--- src/rtl/ptpc_pkg.sv ---
package ptpc_pkg;

  parameter int SEC_W    = 48;
  parameter int NS_W     = 32;
  parameter int FRAC_W   = 16;
  parameter int PINT_W   = 4;
  parameter int CNT_W    = 20;
  parameter int ADDR_W   = 3;
  parameter int DATA_W   = 32;
  parameter int unsigned NS_PER_SEC = 1000000000;
  parameter int RST_PER_WHOLE = 6;
  parameter int RST_PER_FRAC  = 16'h6666;

  localparam int TOD_W = SEC_W + NS_W + FRAC_W;
  localparam int PER_W = PINT_W + FRAC_W;
  localparam logic [NS_W:0] NS_ROLL = (NS_W + 1)'(NS_PER_SEC);

  typedef struct packed {
    logic [SEC_W-1:0]  sec;
    logic [NS_W-1:0]   ns;
    logic [FRAC_W-1:0] frac;
  } tod_t;

  typedef struct packed {
    logic [PINT_W-1:0] whole;
    logic [FRAC_W-1:0] frac;
  } period_t;

  typedef struct packed {
    logic wrap;
    tod_t t;
  } step_res_t;

  typedef enum logic [ADDR_W-1:0] {
    RA_PERIOD  = 3'd0,
    RA_ADJ_PER = 3'd1,
    RA_ADJ_CNT = 3'd2,
    RA_SEC_LO  = 3'd3,
    RA_SEC_HI  = 3'd4,
    RA_NS_LOAD = 3'd5,
    RA_ERR_CLR = 3'd6
  } reg_addr_e;

  localparam period_t RST_PERIOD = '{whole: PINT_W'(RST_PER_WHOLE),
                                     frac:  FRAC_W'(RST_PER_FRAC)};

  // Advance a time value by one period; reports the nanosecond wrap.
  function automatic step_res_t tod_advance(input tod_t t, input period_t p);
    logic [FRAC_W:0] fsum;
    logic [NS_W:0]   nsum;
    step_res_t       r;
    fsum = {1'b0, t.frac} + {1'b0, p.frac};
    nsum = {1'b0, t.ns} + (NS_W + 1)'(p.whole) + (NS_W + 1)'(fsum[FRAC_W]);
    r.t.frac = fsum[FRAC_W-1:0];
    if (nsum >= NS_ROLL) begin
      r.wrap   = 1'b1;
      r.t.ns   = NS_W'(nsum - NS_ROLL);
      r.t.sec  = t.sec + SEC_W'(1);
    end else begin
      r.wrap   = 1'b0;
      r.t.ns   = nsum[NS_W-1:0];
      r.t.sec  = t.sec;
    end
    return r;
  endfunction

  // A nanoseconds load value is legal when below one second.
  function automatic logic ns_is_legal(input logic [DATA_W-1:0] v);
    return ({1'b0, v} < (DATA_W + 1)'(NS_PER_SEC));
  endfunction

  function automatic period_t period_from_word(input logic [DATA_W-1:0] v);
    period_t p;
    p.whole = v[PER_W-1:FRAC_W];
    p.frac  = v[FRAC_W-1:0];
    return p;
  endfunction

endpackage

--- src/rtl/ptpc_regif.sv ---
module ptpc_regif
  import ptpc_pkg::*;
(
  input  logic              clk,
  input  logic              rst_n,
  input  logic              wr_en,
  input  logic [ADDR_W-1:0] wr_addr,
  input  logic [DATA_W-1:0] wr_data,
  output period_t           norm_period,
  output period_t           adj_period,
  output logic              cnt_wr,
  output logic [CNT_W-1:0]  cnt_val,
  output logic              load_req,
  output logic              load_bad,
  output logic              err_clr,
  output tod_t              load_val,
  output logic              err_flag
);

  localparam int SEC_HI_W = SEC_W - DATA_W;

  logic [SEC_W-1:0] sec_stage;
  logic             hit_period, hit_adj, hit_ns;

  assign hit_period = wr_en && (wr_addr == RA_PERIOD);
  assign hit_adj    = wr_en && (wr_addr == RA_ADJ_PER);
  assign hit_ns     = wr_en && (wr_addr == RA_NS_LOAD);
  assign cnt_wr     = wr_en && (wr_addr == RA_ADJ_CNT);
  assign err_clr    = wr_en && (wr_addr == RA_ERR_CLR);
  assign cnt_val    = wr_data[CNT_W-1:0];
  assign load_req   = hit_ns && ns_is_legal(wr_data);
  assign load_bad   = hit_ns && !ns_is_legal(wr_data);

  assign load_val.sec  = sec_stage;
  assign load_val.ns   = NS_W'(wr_data);
  assign load_val.frac = '0;

  always_ff @(posedge clk or negedge rst_n) begin
    if (!rst_n) begin
      norm_period <= RST_PERIOD;
      adj_period  <= RST_PERIOD;
    end else begin
      if (hit_period) norm_period <= period_from_word(wr_data);
      if (hit_adj)    adj_period  <= period_from_word(wr_data);
    end
  end

  generate
    if (SEC_HI_W > 0) begin : g_split_sec
      logic hit_lo, hit_hi;
      assign hit_lo = wr_en && (wr_addr == RA_SEC_LO);
      assign hit_hi = wr_en && (wr_addr == RA_SEC_HI);
      always_ff @(posedge clk or negedge rst_n) begin
        if (!rst_n) begin
          sec_stage <= '0;
        end else begin
          if (hit_lo) sec_stage[DATA_W-1:0]     <= wr_data;
          if (hit_hi) sec_stage[SEC_W-1:DATA_W] <= wr_data[SEC_HI_W-1:0];
        end
      end
    end else begin : g_single_sec
      logic hit_lo;
      assign hit_lo = wr_en && (wr_addr == RA_SEC_LO);
      always_ff @(posedge clk or negedge rst_n) begin
        if (!rst_n)      sec_stage <= '0;
        else if (hit_lo) sec_stage <= wr_data[SEC_W-1:0];
      end
    end
  endgenerate

  always_ff @(posedge clk or negedge rst_n) begin
    if (!rst_n)        err_flag <= 1'b0;
    else if (load_bad) err_flag <= 1'b1;
    else if (err_clr)  err_flag <= 1'b0;
  end

endmodule

--- src/rtl/ptpc_period_sel.sv ---
module ptpc_period_sel
  import ptpc_pkg::*;
(
  input  logic             clk,
  input  logic             rst_n,
  input  period_t          norm_period,
  input  period_t          adj_period,
  input  logic             cnt_wr,
  input  logic [CNT_W-1:0] cnt_val,
  output period_t          eff_period,
  output logic             adj_active,
  output logic [CNT_W-1:0] adj_cnt
);

  assign adj_active = (adj_cnt != '0);
  assign eff_period = adj_active ? adj_period : norm_period;

  always_ff @(posedge clk or negedge rst_n) begin
    if (!rst_n)          adj_cnt <= '0;
    else if (cnt_wr)     adj_cnt <= cnt_val;
    else if (adj_active) adj_cnt <= adj_cnt - CNT_W'(1);
  end

endmodule

--- src/rtl/ptpc_time_acc.sv ---
module ptpc_time_acc
  import ptpc_pkg::*;
(
  input  logic    clk,
  input  logic    rst_n,
  input  period_t eff_period,
  input  logic    load_req,
  input  tod_t    load_val,
  output tod_t    tod_q,
  output logic    ns_wrap
);

  step_res_t step;

  assign step    = tod_advance(tod_q, eff_period);
  assign ns_wrap = !load_req && step.wrap;

  always_ff @(posedge clk or negedge rst_n) begin
    if (!rst_n)        tod_q <= '0;
    else if (load_req) tod_q <= load_val;
    else               tod_q <= step.t;
  end

endmodule

--- src/rtl/ptp_tod_counter.sv ---
module ptp_tod_counter
  import ptpc_pkg::*;
(
  input  logic              clk,
  input  logic              rst_n,
  input  logic              wr_en,
  input  logic [ADDR_W-1:0] wr_addr,
  input  logic [DATA_W-1:0] wr_data,
  output logic [TOD_W-1:0]  tod_out,
  output logic              load_err
);

  period_t          norm_period, adj_period, eff_period;
  logic             cnt_wr, load_req, load_bad, err_clr, err_flag;
  logic             adj_active, ns_wrap;
  logic [CNT_W-1:0] cnt_val, adj_cnt;
  tod_t             load_val, tod_q;

  ptpc_regif regif_i (
    .clk         (clk),
    .rst_n       (rst_n),
    .wr_en       (wr_en),
    .wr_addr     (wr_addr),
    .wr_data     (wr_data),
    .norm_period (norm_period),
    .adj_period  (adj_period),
    .cnt_wr      (cnt_wr),
    .cnt_val     (cnt_val),
    .load_req    (load_req),
    .load_bad    (load_bad),
    .err_clr     (err_clr),
    .load_val    (load_val),
    .err_flag    (err_flag)
  );

  ptpc_period_sel psel_i (
    .clk         (clk),
    .rst_n       (rst_n),
    .norm_period (norm_period),
    .adj_period  (adj_period),
    .cnt_wr      (cnt_wr),
    .cnt_val     (cnt_val),
    .eff_period  (eff_period),
    .adj_active  (adj_active),
    .adj_cnt     (adj_cnt)
  );

  ptpc_time_acc acc_i (
    .clk        (clk),
    .rst_n      (rst_n),
    .eff_period (eff_period),
    .load_req   (load_req),
    .load_val   (load_val),
    .tod_q      (tod_q),
    .ns_wrap    (ns_wrap)
  );

  assign tod_out  = tod_q;
  assign load_err = err_flag;

endmodule

--- config.mk ---
export PLATFORM = sky130hd
export DESIGN_NAME = ptp_tod_counter
export DESIGN_NICKNAME = d
export VERILOG_FILES = /design/src/rtl/ptpc_pkg.sv /design/src/rtl/ptpc_regif.sv /design/src/rtl/ptpc_period_sel.sv /design/src/rtl/ptpc_time_acc.sv /design/src/rtl/ptp_tod_counter.sv
export SDC_FILE = /design/constraint.sdc
export NUM_CORES = 1
export LEC_CHECK = 0
export CAP_MARGIN = 0
export CORE_MARGIN = 1.5
export CORE_UTILIZATION = 30
export CTS_BUF_LIST = sky130_fd_sc_hd__clkbuf_4 sky130_fd_sc_hd__clkbuf_8
export DETAILED_ROUTE_END_ITERATION = 10
export DONT_BUFFER_PORTS = 1
export GPL_TIMING_DRIVEN = 0
export PLACE_DENSITY = 0.43
export SYNTH_ARGS = -nofsm -noshare
export SYNTH_HDL_FRONTEND = slang
export SYNTH_SLANG_ARGS = --single-unit
--- constraint.sdc ---
create_clock -name clk -period 10.6 [get_ports clk]
set_clock_uncertainty 0.2 [all_clocks]
set_input_delay 1.06 -clock clk [delete_from_list [all_inputs] [get_ports clk]]
set_output_delay 1.06 -clock clk [all_outputs]
set_load 0.1 [all_outputs]
==> metrics.yaml <==
slowest_stage: "or4b_2"
arrival_ps: 10110
grt_pass1_vias: 9346
htree_levels: 2
yosysWarnings: 0
yosys.area_share.simple: 0.2059
drc: 0
synth_seq_area_share: 0.4422
met2_usage: 0.3141
synth_top_family_by_area: "simple AND/OR/NAND/NOR gates"
synth_adder_area_share: 0.02876
vias: 9114
synth_top_area_share: 0.3971
ys_types: 69
insertion_delay_ps: 580
synth_top_cell_by_area: "dfrtp_1"
min_period_ps: 9811
powerDensity_nw_per_um2: 344.8
grt_use_met3: 0.05646
fmax_mhz: 101.9
hp-class: "input port to async pin"
synthXorXnorAreaFrac: 0.09091
placed_cells: 1710
drtIter0Drc: 524
n_antenna_cell: 0
cts_setup_buffers: 0
worst_pin_slew_ps: 1157
worstSetupStartpointType: "register"
routed_via_density: 5.112
path_delay_family: "compound AO/OA/AOI/OAI gates"
antenna_found_initial: 0
max-cap-violations: 0
synthFlopType: "dfrtp_1"
cts_root_buffer: "clkbuf_8"
die_w_um: 200.1
synth-seq-cells: 205
grt-ovfl-total: 0
slew-limit-headroom: 0.2284
gp_congestion: 0.8667
r2r_slack_ps: 790
synthMuxAreaShare: 0.08973
hold_violations: 0
final_cells: 1783
portBuffers: 0
grt_max_degree: 186
crit_top_cell: "nand2_1"
area_delta_synth_final_pct: 13.56
core_um2: 38470
clkSinkCount: 205
critPathCaptureType: "register"
syn_area_per_cell_um2: 9.780
ant_nets: 0
start_util: 0.3031
clkTransAtPathRegs_ps: 60
die_y_um: 200.1
cts_made_buffers: 41
drive_above_1_share: 0.1992
fin_nets: 1300
synth_edf_count: 0
postRouteWirelength_mm: 38.87
cts_tree: "built"
cp_slowest_stage_delay_ps: 630
path_buf_inv: 6
io_pins: 135
drt_first_pass_iters: 5
synthArstFlopShare: 1.000
fp.dieArea_um2: 40050
final_cell_mix: "205 x nand2_1, 185 x dfrtp_1, 91 x mux2_2, 90 x xnor2_1, 65 x nor2_1"
syn-num-nets: 1255
rows: 72
ys_top_cells_by_area: "dfrtp_1 40%, mux2_2 8.8%, xnor2_1 6.8%"
ctsLongestPathBuffers: 3
timing.final.crit_share: 0.9256
rsz0062_at_grt: "no"
leakage_uw: 0.005098
grt_pass1_wl_mm: 59.28
wl_per_cell_um: 21.80
setup_viol: 0
hpwl_mm: 27.42
grt-busiest-layer: "met2"
netlist_area_um2: 11660
synth_compound_area_frac: 0.1121
status: "completed"
mostFrequentLayoutCell: "nand2_1"
grt_use_met1: 0.2544
slew_violations: 0
grt_util_all_layers: 0.1942
worst-setup-path-type: "register to register"
cp_max_fo: 10
synthCells: 1192
dpl-instance-area_um2: 12310
final_cell_area_um2: 13240
cp.required_ps: 10900
peakVddDrop_uv: 225.3
## cells by family after synthesis
family / count (synthesis)
and+or+nand+nor: 458
AOI/OAI and AO/OA: 209
DFF: 205
xor gates and xnor gates: 121
muxes: 93
buffers and inverters: 81
adders and majority gates: 25
## metrics by stage
step	setup TNS [ps]	hold WS [ps]	utilization	power [uW]	worst slack, ps
2_1_floorplan	0	244.4	-	3305	2433
4_1_cts	0	100.1	0.3434	4603	37.87
6_report	0	157.6	0.3441	4564	788.8
3_5_place_dp	-14600	276.1	0.3199	3687	-399.2
5_1_grt	0	105.4	0.3441	4832	11.61
3_3_place_gp	-13000	260.5	0.3199	3675	-371.6
## registers in the layout, summed over array words and instances (netlist names)
signal	flops
acc_i.tod_q	96
psel_i.adj_cnt	20
regif_i.sec_stage	48
regif_i.norm_period	20
regif_i.adj_period	20
regif_i.err_flag	1
## synth_stat cells, types with 20 or more instances
cell type and number:
xnor2_1 90, nand2_1 205, dfstp_2 20, mux2_2 91, nor3_1 27, o21ai_1 55
clkbuf_1 43, nand3_1 28, nor2_1 65, dfrtp_1 185, inv_1 23, a21oi_1 33
ha_1 22, xor2_1 31, o21ai_0 43
## where the power goes
part | switching [uW] | internal, uW
Sequential | 1310 | 1020
Combinational | 771 | 590
Clock | 377 | 494
## final timing paths
kind / to / cells past startpoint / start
max in group asynchronous: regif_i.norm_period[11] / 1 / rst_n
worst max-delay path: acc_i.tod_q[26] / 37 / psel_i.adj_cnt[0]
min in group clk: acc_i.tod_q[86] / 2 / regif_i.sec_stage[38]
worst max register to register: acc_i.tod_q[26] / 37 / psel_i.adj_cnt[0]
worst min-delay path: regif_i.adj_period[10] / 0 / rst_n
worst min register to register: acc_i.tod_q[86] / 2 / regif_i.sec_stage[38]
## metal layers
| layer | wire, um | part of all wire |
|---|---|---|
| met5 | 0 | 0 |
| met2 | 18350 | 0.47 |
| met1 | 17230 | 0.44 |
| met3 | 2606 | 0.067 |
| met4 | 686 | 0.018 |
## final cells by class
type                            count  area [um2]
Sequential cell                   205        5155
Clock inverter                      7       45.04
Multi-Input combinational cell    906        6171
Clock buffer                       64       824.5
Buffer                             58       272.8
Timing Repair Buffer                2       35.03
Fill cell                        3949       25230
Inverter                           23       86.33
Tap cell                          518       648.1
## what timing repair did
action,4_1_cts,5_1_grt
endpoints found under the hold margin,185,0
endpoints found under the setup margin,68,71
hold buffers,1,0
pin swaps,0,0
resized for setup,2,7
Note: power is estimated with default switching activity, not from simulation.
